### config.mk
export PLATFORM = sky130hd
export DESIGN_NAME = dma_regif
export DESIGN_NICKNAME = d
export VERILOG_FILES = /design/src/rtl/dma_regif_pkg.sv /design/src/rtl/dma_regif_ptr.sv /design/src/rtl/dma_regif_chan.sv /design/src/rtl/dma_regif_ctrl.sv /design/src/rtl/dma_regif.sv
export SDC_FILE = /design/constraint.sdc
export NUM_CORES = 1
export LEC_CHECK = 0
export BUFFER_PORTS_ARGS = -buffer_cell sky130_fd_sc_hd__clkbuf_2
export CAP_MARGIN = 20
export CORE_MARGIN = 10
export CORE_UTILIZATION = 42
export CTS_CLUSTER_SIZE = 25
export DETAILED_ROUTE_END_ITERATION = 7
export HOLD_SLACK_MARGIN = 0.06
export PLACE_DENSITY_LB_ADDON = 0.05
export SETUP_SLACK_MARGIN = 0.4
export SYNTH_ARGS = -nofsm -noshare
export SYNTH_HDL_FRONTEND = slang
export SYNTH_SLANG_ARGS = --single-unit
### constraint.sdc
create_clock -name clk_i -period 1.9 [get_ports clk_i]
set_clock_uncertainty 0.15 [all_clocks]
set_input_delay 0.19 -clock clk_i [delete_from_list [all_inputs] [get_ports clk_i]]
set_output_delay 0.19 -clock clk_i [all_outputs]
set_load 0.005 [all_outputs]
### src/rtl/dma_regif_pkg.sv
package dma_regif_pkg;
  localparam int unsigned CH_W   = 2;
  localparam int unsigned NCH    = 1 << CH_W;
  localparam int unsigned DW     = 8;
  localparam int unsigned RW     = 2 * DW;
  localparam int unsigned MW     = DW - CH_W;
  localparam int unsigned AW     = 4;

  typedef enum logic [AW-1:0] {
    OFF_CMD     = 4'h8,
    OFF_REQ     = 4'h9,
    OFF_SMASK   = 4'hA,
    OFF_MODE    = 4'hB,
    OFF_CLRPTR  = 4'hC,
    OFF_MCLR    = 4'hD,
    OFF_CLRMASK = 4'hE,
    OFF_ALLMASK = 4'hF
  } ctrl_off_e;
endpackage

### src/rtl/dma_regif_ptr.sv
module dma_regif_ptr (
  input  logic clk_i,
  input  logic rst_ni,
  input  logic clr_i,
  input  logic step_i,
  output logic ptr_o
);
  always_ff @(posedge clk_i or negedge rst_ni) begin
    if (!rst_ni)     ptr_o <= 1'b0;
    else if (clr_i)  ptr_o <= 1'b0;
    else if (step_i) ptr_o <= ~ptr_o;
  end
endmodule

### src/rtl/dma_regif_chan.sv
module dma_regif_chan #(
  parameter int unsigned DW = dma_regif_pkg::DW,
  localparam int unsigned RW = 2 * DW
) (
  input  logic          clk_i,
  input  logic          rst_ni,
  input  logic          wr_addr_i,
  input  logic          wr_cnt_i,
  input  logic          hi_i,
  input  logic [DW-1:0] wdata_i,
  input  logic          ld_i,
  input  logic [RW-1:0] ld_addr_i,
  input  logic [RW-1:0] ld_cnt_i,
  output logic [RW-1:0] base_addr_o,
  output logic [RW-1:0] base_cnt_o,
  output logic [RW-1:0] cur_addr_o,
  output logic [RW-1:0] cur_cnt_o
);
  logic host_wr;
  logic [RW-1:0] merged_addr, merged_cnt;

  assign host_wr = wr_addr_i | wr_cnt_i;

  always_comb begin
    merged_addr = base_addr_o;
    merged_cnt  = base_cnt_o;
    if (hi_i) begin
      merged_addr[RW-1:DW] = wdata_i;
      merged_cnt[RW-1:DW]  = wdata_i;
    end else begin
      merged_addr[DW-1:0] = wdata_i;
      merged_cnt[DW-1:0]  = wdata_i;
    end
  end

  // host write wins over an engine reload in the same cycle
  always_ff @(posedge clk_i or negedge rst_ni) begin
    if (!rst_ni) begin
      base_addr_o <= '0;
      base_cnt_o  <= '0;
      cur_addr_o  <= '0;
      cur_cnt_o   <= '0;
    end else if (host_wr) begin
      if (wr_addr_i) begin
        base_addr_o <= merged_addr;
        if (hi_i) cur_addr_o[RW-1:DW] <= wdata_i;
        else      cur_addr_o[DW-1:0]  <= wdata_i;
      end
      if (wr_cnt_i) begin
        base_cnt_o <= merged_cnt;
        if (hi_i) cur_cnt_o[RW-1:DW] <= wdata_i;
        else      cur_cnt_o[DW-1:0]  <= wdata_i;
      end
    end else if (ld_i) begin
      cur_addr_o <= ld_addr_i;
      cur_cnt_o  <= ld_cnt_i;
    end
  end
endmodule

### src/rtl/dma_regif_ctrl.sv
module dma_regif_ctrl #(
  parameter int unsigned NCH  = dma_regif_pkg::NCH,
  parameter int unsigned CH_W = dma_regif_pkg::CH_W,
  parameter int unsigned DW   = dma_regif_pkg::DW,
  localparam int unsigned MW  = DW - CH_W
) (
  input  logic              clk_i,
  input  logic              rst_ni,
  input  logic              wr_cmd_i,
  input  logic              wr_req_i,
  input  logic              wr_smask_i,
  input  logic              wr_mode_i,
  input  logic              wr_mclr_i,
  input  logic              wr_clrmask_i,
  input  logic              wr_allmask_i,
  input  logic              rd_stat_i,
  input  logic [DW-1:0]     wdata_i,
  input  logic [NCH-1:0]    tc_i,
  output logic [DW-1:0]     cmd_o,
  output logic [NCH-1:0]    mask_o,
  output logic [NCH-1:0]    req_o,
  output logic [NCH*MW-1:0] mode_o,
  output logic [NCH-1:0]    tc_o
);
  logic [CH_W-1:0] sel;
  logic            bitval;

  assign sel    = wdata_i[CH_W-1:0];
  assign bitval = wdata_i[CH_W];

  always_ff @(posedge clk_i or negedge rst_ni) begin
    if (!rst_ni)       cmd_o <= '0;
    else if (wr_mclr_i) cmd_o <= '0;
    else if (wr_cmd_i)  cmd_o <= wdata_i;
  end

  always_ff @(posedge clk_i or negedge rst_ni) begin
    if (!rst_ni)            mask_o <= '1;
    else if (wr_mclr_i)     mask_o <= '1;
    else if (wr_clrmask_i)  mask_o <= '0;
    else if (wr_allmask_i)  mask_o <= wdata_i[NCH-1:0];
    else if (wr_smask_i)    mask_o[sel] <= bitval;
  end

  always_ff @(posedge clk_i or negedge rst_ni) begin
    if (!rst_ni)         req_o <= '0;
    else if (wr_mclr_i)  req_o <= '0;
    else if (wr_req_i)   req_o[sel] <= bitval;
  end

  // a pulse arriving with the clearing read is kept
  always_ff @(posedge clk_i or negedge rst_ni) begin
    if (!rst_ni)         tc_o <= '0;
    else if (wr_mclr_i)  tc_o <= '0;
    else if (rd_stat_i)  tc_o <= tc_i;
    else                 tc_o <= tc_o | tc_i;
  end

  for (genvar c = 0; c < NCH; c++) begin : g_mode
    always_ff @(posedge clk_i or negedge rst_ni) begin
      if (!rst_ni)
        mode_o[c*MW +: MW] <= '0;
      else if (wr_mode_i && (sel == CH_W'(c)))
        mode_o[c*MW +: MW] <= wdata_i[DW-1:CH_W];
    end
  end
endmodule

### src/rtl/dma_regif.sv
module dma_regif
  import dma_regif_pkg::*;
(
  input  logic              clk_i,
  input  logic              rst_ni,
  input  logic [AW-1:0]     addr_i,
  input  logic [DW-1:0]     wdata_i,
  input  logic              wr_i,
  input  logic              rd_i,
  output logic [DW-1:0]     rdata_o,
  input  logic [NCH-1:0]    tc_i,
  input  logic [NCH-1:0]    eng_ld_i,
  input  logic [NCH*RW-1:0] eng_addr_i,
  input  logic [NCH*RW-1:0] eng_cnt_i,
  output logic [DW-1:0]     cmd_o,
  output logic [NCH-1:0]    mask_o,
  output logic [NCH-1:0]    req_o,
  output logic [NCH*MW-1:0] mode_o,
  output logic [NCH-1:0]    cascade_o,
  output logic [NCH-1:0]    autoinit_o,
  output logic [NCH*RW-1:0] base_addr_o,
  output logic [NCH*RW-1:0] base_cnt_o
);
  logic            is_chan;
  logic [CH_W-1:0] ch_sel;
  logic            ptr_q;
  logic [NCH-1:0]  tc_q;
  logic [RW-1:0]   cur_addr [NCH];
  logic [RW-1:0]   cur_cnt  [NCH];
  logic [RW-1:0]   rd_word;

  assign is_chan = ~addr_i[AW-1];
  assign ch_sel  = addr_i[CH_W:1];

  dma_regif_ptr u_ptr (
    .clk_i  (clk_i),
    .rst_ni (rst_ni),
    .clr_i  (wr_i && ((addr_i == OFF_CLRPTR) || (addr_i == OFF_MCLR))),
    .step_i ((wr_i || rd_i) && is_chan),
    .ptr_o  (ptr_q)
  );

  dma_regif_ctrl u_ctrl (
    .clk_i        (clk_i),
    .rst_ni       (rst_ni),
    .wr_cmd_i     (wr_i && (addr_i == OFF_CMD)),
    .wr_req_i     (wr_i && (addr_i == OFF_REQ)),
    .wr_smask_i   (wr_i && (addr_i == OFF_SMASK)),
    .wr_mode_i    (wr_i && (addr_i == OFF_MODE)),
    .wr_mclr_i    (wr_i && (addr_i == OFF_MCLR)),
    .wr_clrmask_i (wr_i && (addr_i == OFF_CLRMASK)),
    .wr_allmask_i (wr_i && (addr_i == OFF_ALLMASK)),
    .rd_stat_i    (rd_i && (addr_i == OFF_CMD)),
    .wdata_i      (wdata_i),
    .tc_i         (tc_i),
    .cmd_o        (cmd_o),
    .mask_o       (mask_o),
    .req_o        (req_o),
    .mode_o       (mode_o),
    .tc_o         (tc_q)
  );

  for (genvar c = 0; c < NCH; c++) begin : g_chan
    logic hit;
    assign hit = wr_i && is_chan && (ch_sel == CH_W'(c));

    dma_regif_chan u_chan (
      .clk_i       (clk_i),
      .rst_ni      (rst_ni),
      .wr_addr_i   (hit && !addr_i[0]),
      .wr_cnt_i    (hit && addr_i[0]),
      .hi_i        (ptr_q),
      .wdata_i     (wdata_i),
      .ld_i        (eng_ld_i[c]),
      .ld_addr_i   (eng_addr_i[c*RW +: RW]),
      .ld_cnt_i    (eng_cnt_i[c*RW +: RW]),
      .base_addr_o (base_addr_o[c*RW +: RW]),
      .base_cnt_o  (base_cnt_o[c*RW +: RW]),
      .cur_addr_o  (cur_addr[c]),
      .cur_cnt_o   (cur_cnt[c])
    );

    assign cascade_o[c]  = &mode_o[c*MW+MW-1 -: 2];
    assign autoinit_o[c] = mode_o[c*MW+2];
  end

  assign rd_word = addr_i[0] ? cur_cnt[ch_sel] : cur_addr[ch_sel];

  always_comb begin
    if (is_chan)                 rdata_o = ptr_q ? rd_word[RW-1:DW] : rd_word[DW-1:0];
    else if (addr_i == OFF_CMD)  rdata_o = {req_o, tc_q};
    else                         rdata_o = '0;
  end
endmodule

# Yosys cells after proc, flatten, opt, wreduce, memory -nomap -nowiden
# Index checks and enable logic that the tools add are counted.
[classes]
mux = 52
bitwise = 8
reduce_logical = 77
eq_ne = 30
magnitude_cmp = 3
[ops]
columns = ["operator", "count"]
rows = [
  ["$mux W16", 29],
  ["$reduce_and A3 Y1", 32],
  ["$bmux W16 S2", 2],
  ["$mux W8", 7],
  ["$eq A4 B4 Y1 const B", 8],
  ["$mux W4", 8],
  ["$logic_and A1 B1 Y1", 28],
  ["$ne A2 B1 Y1 const B", 8],
  ["$ne A2 B2 Y1 const B", 8],
  ["$reduce_bool A2 Y1", 7],
  ["$bwmux W4", 2],
  ["$eq A2 B2 Y1 const B", 4],
  ["$reduce_and A2 Y1", 4],
  ["$eq A2 B1 Y1 const B", 2],
  ["$logic_not A2 Y1", 2],
  ["$or A1 B1 Y1", 4],
  ["$or A4 B4 Y4", 1],
  ["$reduce_bool A4 Y1", 1],
  ["$ge A3 B3 Y1 const B", 1],
  ["$lt A2 B3 Y1 const B", 1],
  ["$mux W1", 3],
  ["$not A2 Y3", 1],
  ["$demux W1 S2", 1],
  ["$ge A2 B1 Y1 const B", 1],
  ["3 further kinds", 5],
]
[word_totals]
register_bits = 301
output_inout_bits = 184

# Depth between registers and ports, before layout
[logic_depth]
word_depth = 9
ltp_mapped = 7
mapped_depth_nobuf = 4

# Hierarchy
# From an unflattened synthesis, not the netlist that was laid out.
[unflattened]
hier_cells = 1317
area_unflattened_um2 = 15302.2
[by_module_without_submodules]
columns = ["module", "cells_each", "n_inst", "area_each_um2"]
rows = [
  ["dma_regif_chan", 252, 4, 3021.6],
  ["dma_regif_ctrl", 139, 1, 1813.0],
  ["dma_regif", 167, 1, 1365.1],
  ["dma_regif_ptr", 3, 1, 37.5],
]

# Worst setup path after synthesis
# OpenSTA, ideal clock, no wires.
[synth_path]
kind = "register -> register"
startpoint = "register u_ptr.ptr_o"
endpoint = "register g_chan[1].u_chan.cur_addr_o[13]"
slack_ns = 0.145
path_buffers = 3
arrival_ns = 1.473
setup_time_ns = 0.132
path_stages_with_launch = 7
path_cell_list = "dfrtp_1 clkbuf_1 nor2b_1 buf_2 mux2i_1 clkbuf_1 o21ai_1"
[synth_between]
elab_chain_cells = 2
[synth_lines]
columns = ["element", "line_no", "text"]
rows = [
  ["start: declaration", "dma_regif_ptr.sv:6", "output logic ptr_o"],
  ["start signal: assignment", "dma_regif_ptr.sv:11", "else if (step_i) ptr_o <= ~ptr_o;"],
  ["$ne A2 B2 Y1 (no line)", "n/a", ""],
  ["$reduce_and A3 Y1 (no line)", "n/a", ""],
  ["end signal: indexed assignment", "dma_regif_chan.sv:46", "if (hi_i) cur_addr_o[RW-1:DW] <= wdata_i;"],
  ["end signal: indexed assignment", "dma_regif_chan.sv:47", "else cur_addr_o[DW-1:0] <= wdata_i;"],
  ["end signal: assignment", "dma_regif_chan.sv:55", "cur_addr_o <= ld_addr_i;"],
  ["end: declaration", "dma_regif_chan.sv:16", "output logic [RW-1:0] cur_addr_o,"],
]
# Every way passes these cells.
# A chain may end at the register's enable or synchronous reset.

# Worst setup path after layout
[layout_path]
startpoint = "register g_chan[1].u_chan.cur_addr_o[15]"
endpoint = "output rdata_o[7]"
[layout_between]
elab_chain_cells = 6
[layout_lines]
columns = ["element", "line_no", "text"]
rows = [
  ["$bmux W16 S2", "dma_regif.sv:87", "assign rd_word = addr_i[0] ? cur_cnt[ch_sel] : cur_addr[ch_sel];"],
  ["$mux W16 (not written as such) (2 in a row)", "dma_regif.sv:87", ""],
  ["$mux W16", "dma_regif.sv:87", ""],
  ["$mux W8 (2 in a row)", "dma_regif.sv:90", "if (is_chan) rdata_o = ptr_q ? rd_word[RW-1:DW] : rd_word[DW-1:0];"],
  ["end: declaration", "dma_regif.sv:10", "output logic [DW-1:0] rdata_o,"],
]
# Every way passes these cells. The select of a mux whose other input is x is not followed.

==> impl_metrics.env <==
export IMPL_clkLatencyLatePin_ps=510
export IMPL_wl_met3_mm=3.37
export IMPL_clock_sinks=301
export IMPL_ys_ff_latch=301
export IMPL_syn_area_mm2=0.0137
export IMPL_p_leak_nw=10.3
export IMPL_synth_top_area_share_pct=54.2
export IMPL_hold_class="input port to async pin"
export IMPL_yosysTopAreaCell="dfrtp_1"
export IMPL_synth_edff_count=0
export IMPL_detail_route_wl_per_cell_um=24.7
export IMPL_p_per_area_mw_per_mm2=932
export IMPL_multi_input_area_mm2=0.00734
export IMPL_register_area_mm2=0.00754
export IMPL_grt_pass1_vias=12900
export IMPL_drt_iter0_drc=763
export IMPL_path_clk_slew_ps=60
export IMPL_tritoncts="yes"
export IMPL_ys_warn_count=0
export IMPL_drive_gt1_share_pct=52.8
export IMPL_vias=12300
export IMPL_htreeDepth=2
export IMPL_place_inst=2012
export IMPL_synth_cells=1230
export IMPL_fp_dieW_um=201
export IMPL_violations="negative setup slack"
export IMPL_grt_pass1_wl_mm=81.6
export IMPL_fmax_mhz=409
export IMPL_ir_worst_vdd_mv=0.714
export IMPL_worst_slew_pin_slew_ps=513
export IMPL_ys_top_cells_by_area="dfrtp_1 54%, mux2_2 12%, o21ai_0 5.6%"
export IMPL_synthesis_nets=1382
export IMPL_die_area_mm2=0.0403
export IMPL_fin_crit_sh_pct=129
export IMPL_dr_wl_met2_mm=28.8
export IMPL_setup_viol=205
export IMPL_min_period_ps=2450
export IMPL_drt_pass1_iterations=5
export IMPL_routed_wl_mm=56.4
export IMPL_cp_required_ps=1560
export IMPL_synthTopCellsByCount="297 x dfrtp_1, 174 x nand2_1, 153 x o21ai_0"
export IMPL_die_y_um=201
export IMPL_synth_most_common_cell="dfrtp_1"
export IMPL_portBuffers=335
export IMPL_yosysSeqAreaShare_pct=55.0
export IMPL_numCtsBuffers=34
export IMPL_fin_nets=1968
export IMPL_cap_violations=0
export IMPL_routedLengthMet1_mm=22.2
export IMPL_io_pins=336
export IMPL_dpl_hpwl_mm=38.8
export IMPL_cts_max_path_buffers=3
export IMPL_rsz0062_at_grt="yes"
export IMPL_viasPerCell=5.39
export IMPL_instances_no_fill=2282
export IMPL_finalWorstSetupSlack_ps=-547
export IMPL_synth_area_per_cell_um2=11.1
export IMPL_synthFlopType="dfrtp_1"
export IMPL_async_flop_share_pct=100
export IMPL_detail_route_antenna_nets=0
export IMPL_crit_path_end_kind="output port"
export IMPL_cts_root_buffer="clkbuf_16"
export IMPL_core_rowCount=66
export IMPL_whs_ps=80.5
export IMPL_relSlewSlack_pct=65.8
export IMPL_syn_to_final_growth_pct=58.9
export IMPL_gp_congestion=0.912
export IMPL_initial_core_util_pct=42.3
export IMPL_cp_max_fo=2
export IMPL_critPathKind="flop to output port"
export IMPL_drv_slew=0
export IMPL_antenna_found_initial=3
export IMPL_top_layer="met5"
export IMPL_yosysUniqueCellTypes=49
export IMPL_worst_setup_path_start_kind="flop"
export IMPL_drc=0
export IMPL_coreArea_mm2=0.0324
export IMPL_critPathArrivalTime_ps=2110
export IMPL_grt_overflow=0
export IMPL_grt_max_degree=50
export IMPL_nFillCells=2497
export IMPL_track_usage_pct=26.4
export IMPL_rrSetupSlack_ps=-210
export IMPL_status="finished with violations"
export IMPL_final_hold_viol_count=0
-- layout by cell type (no fill, tap or decap), types with 51 or more instances in the layout --
cell type / count
clkbuf_2: 328
dfrtp_1: 291
a21oi_1: 143
dlygate4sd3_1: 139
mux2_2: 95
o21ai_2: 80
o21ai_1: 68
nand2_2: 60
nand2_4: 56
nand2_1: 51
mux2_4: 51
-- metrics by stage --
stage	worst slack [ps]	utilization (%)	cell area, um2	setup TNS [ps]	power, mW
after floorplan	192	-	14200	0	10.2
after global placement	-164	52.2	16900	-11680	12.5
after detailed placement	-195	52.2	16900	-14590	12.6
after CTS	-540	63.1	20400	-9980	19.8
after global routing	-605	67.3	21800	-28800	21.2
final	-547	67.3	21800	-17590	20.3
-- registers in the layout, summed over array words and instances, names as in the netlist --
register and cells:
u_ctrl.cmd_o 8, u_ctrl.mode_o 24, u_ptr.ptr_o 1, u_ctrl.req_o 4, g_chan.u_chan.cur_addr_o 64, g_chan.u_chan.base_addr_o 64, u_ctrl.mask_o 4, g_chan.u_chan.base_cnt_o 64
u_ctrl.tc_o 4, g_chan.u_chan.cur_cnt_o 64
-- routing by layer --
metal | track usage (%) | vias up
li1 | - | 5552
met1 | 31.1 | 6187
met2 | 46.1 | 440
met3 | 5.92 | 108
met4 | 10.0 | 4
met5 | 0 | -
-- critical path: stages (launching register included) --
cell	delay [ps]
dfrtp_1	440
mux4_2	480
mux2i_2	200
nor2_1	80
a221o_1	280
clkbuf_2	120
-- final timing paths --
path / from / endpoint / cells past startpoint
max: g_chan[1].u_chan.cur_addr_o[15] / rdata_o[7] / 5
min: rst_ni / g_chan[0].u_chan.cur_addr_o[1] / 2
max reg2reg: u_ptr.ptr_o / g_chan[2].u_chan.base_addr_o[5] / 11
min reg2reg: g_chan[3].u_chan.cur_addr_o[1] / g_chan[3].u_chan.cur_addr_o[1] / 2
max in group asynchronous: rst_ni / g_chan[3].u_chan.cur_addr_o[7] / 3
min in group clk_i: wdata_i[7] / u_ctrl.cmd_o[7] / 3
-- cell families (layout without fill, tap and decap cells) --
family / count (synthesis) / count (layout) / synth area share [%]
AO/OA/AOI/OAI: 340 / 340 / 13.1
flip-flops: 301 / 301 / 55.0
AND/OR/NAND/NOR: 299 / 305 / 10.7
multiplexers: 203 / 203 / 17.8
buffers and inverters: 87 / 690 / 3.45
other: 0 / 1 / 0
-- what timing repair did --
item / 4_1_cts / 5_1_grt
endpoints found under the setup margin: 269 / 321
gates cloned: 10 / 11
hold buffers: 140 / 0
resized for setup: 181 / 350
setup buffers: 35 / 14
pin swaps: 22 / 128
endpoints found under the hold margin: 441 / 0
-- power by group --
part           switching, mW  internal, mW
sequential             0.987          7.64
combinational           2.36          2.91
clock                   2.64          3.76
-- layout make-up --
| type | instances | share of cell area, % |
|---|---|---|
| clock buffers | 51 | 4.57 |
| inverters | 3 | 0.0517 |
| diodes | 1 | 0.0115 |
| flip-flops and latches | 301 | 34.6 |
| multi-input cells | 848 | 33.7 |
| well taps | 442 | 2.54 |
| repair buffers | 628 | 24.2 |
| clock inverters | 8 | 0.339 |
Power figures use the tool's default switching activity.
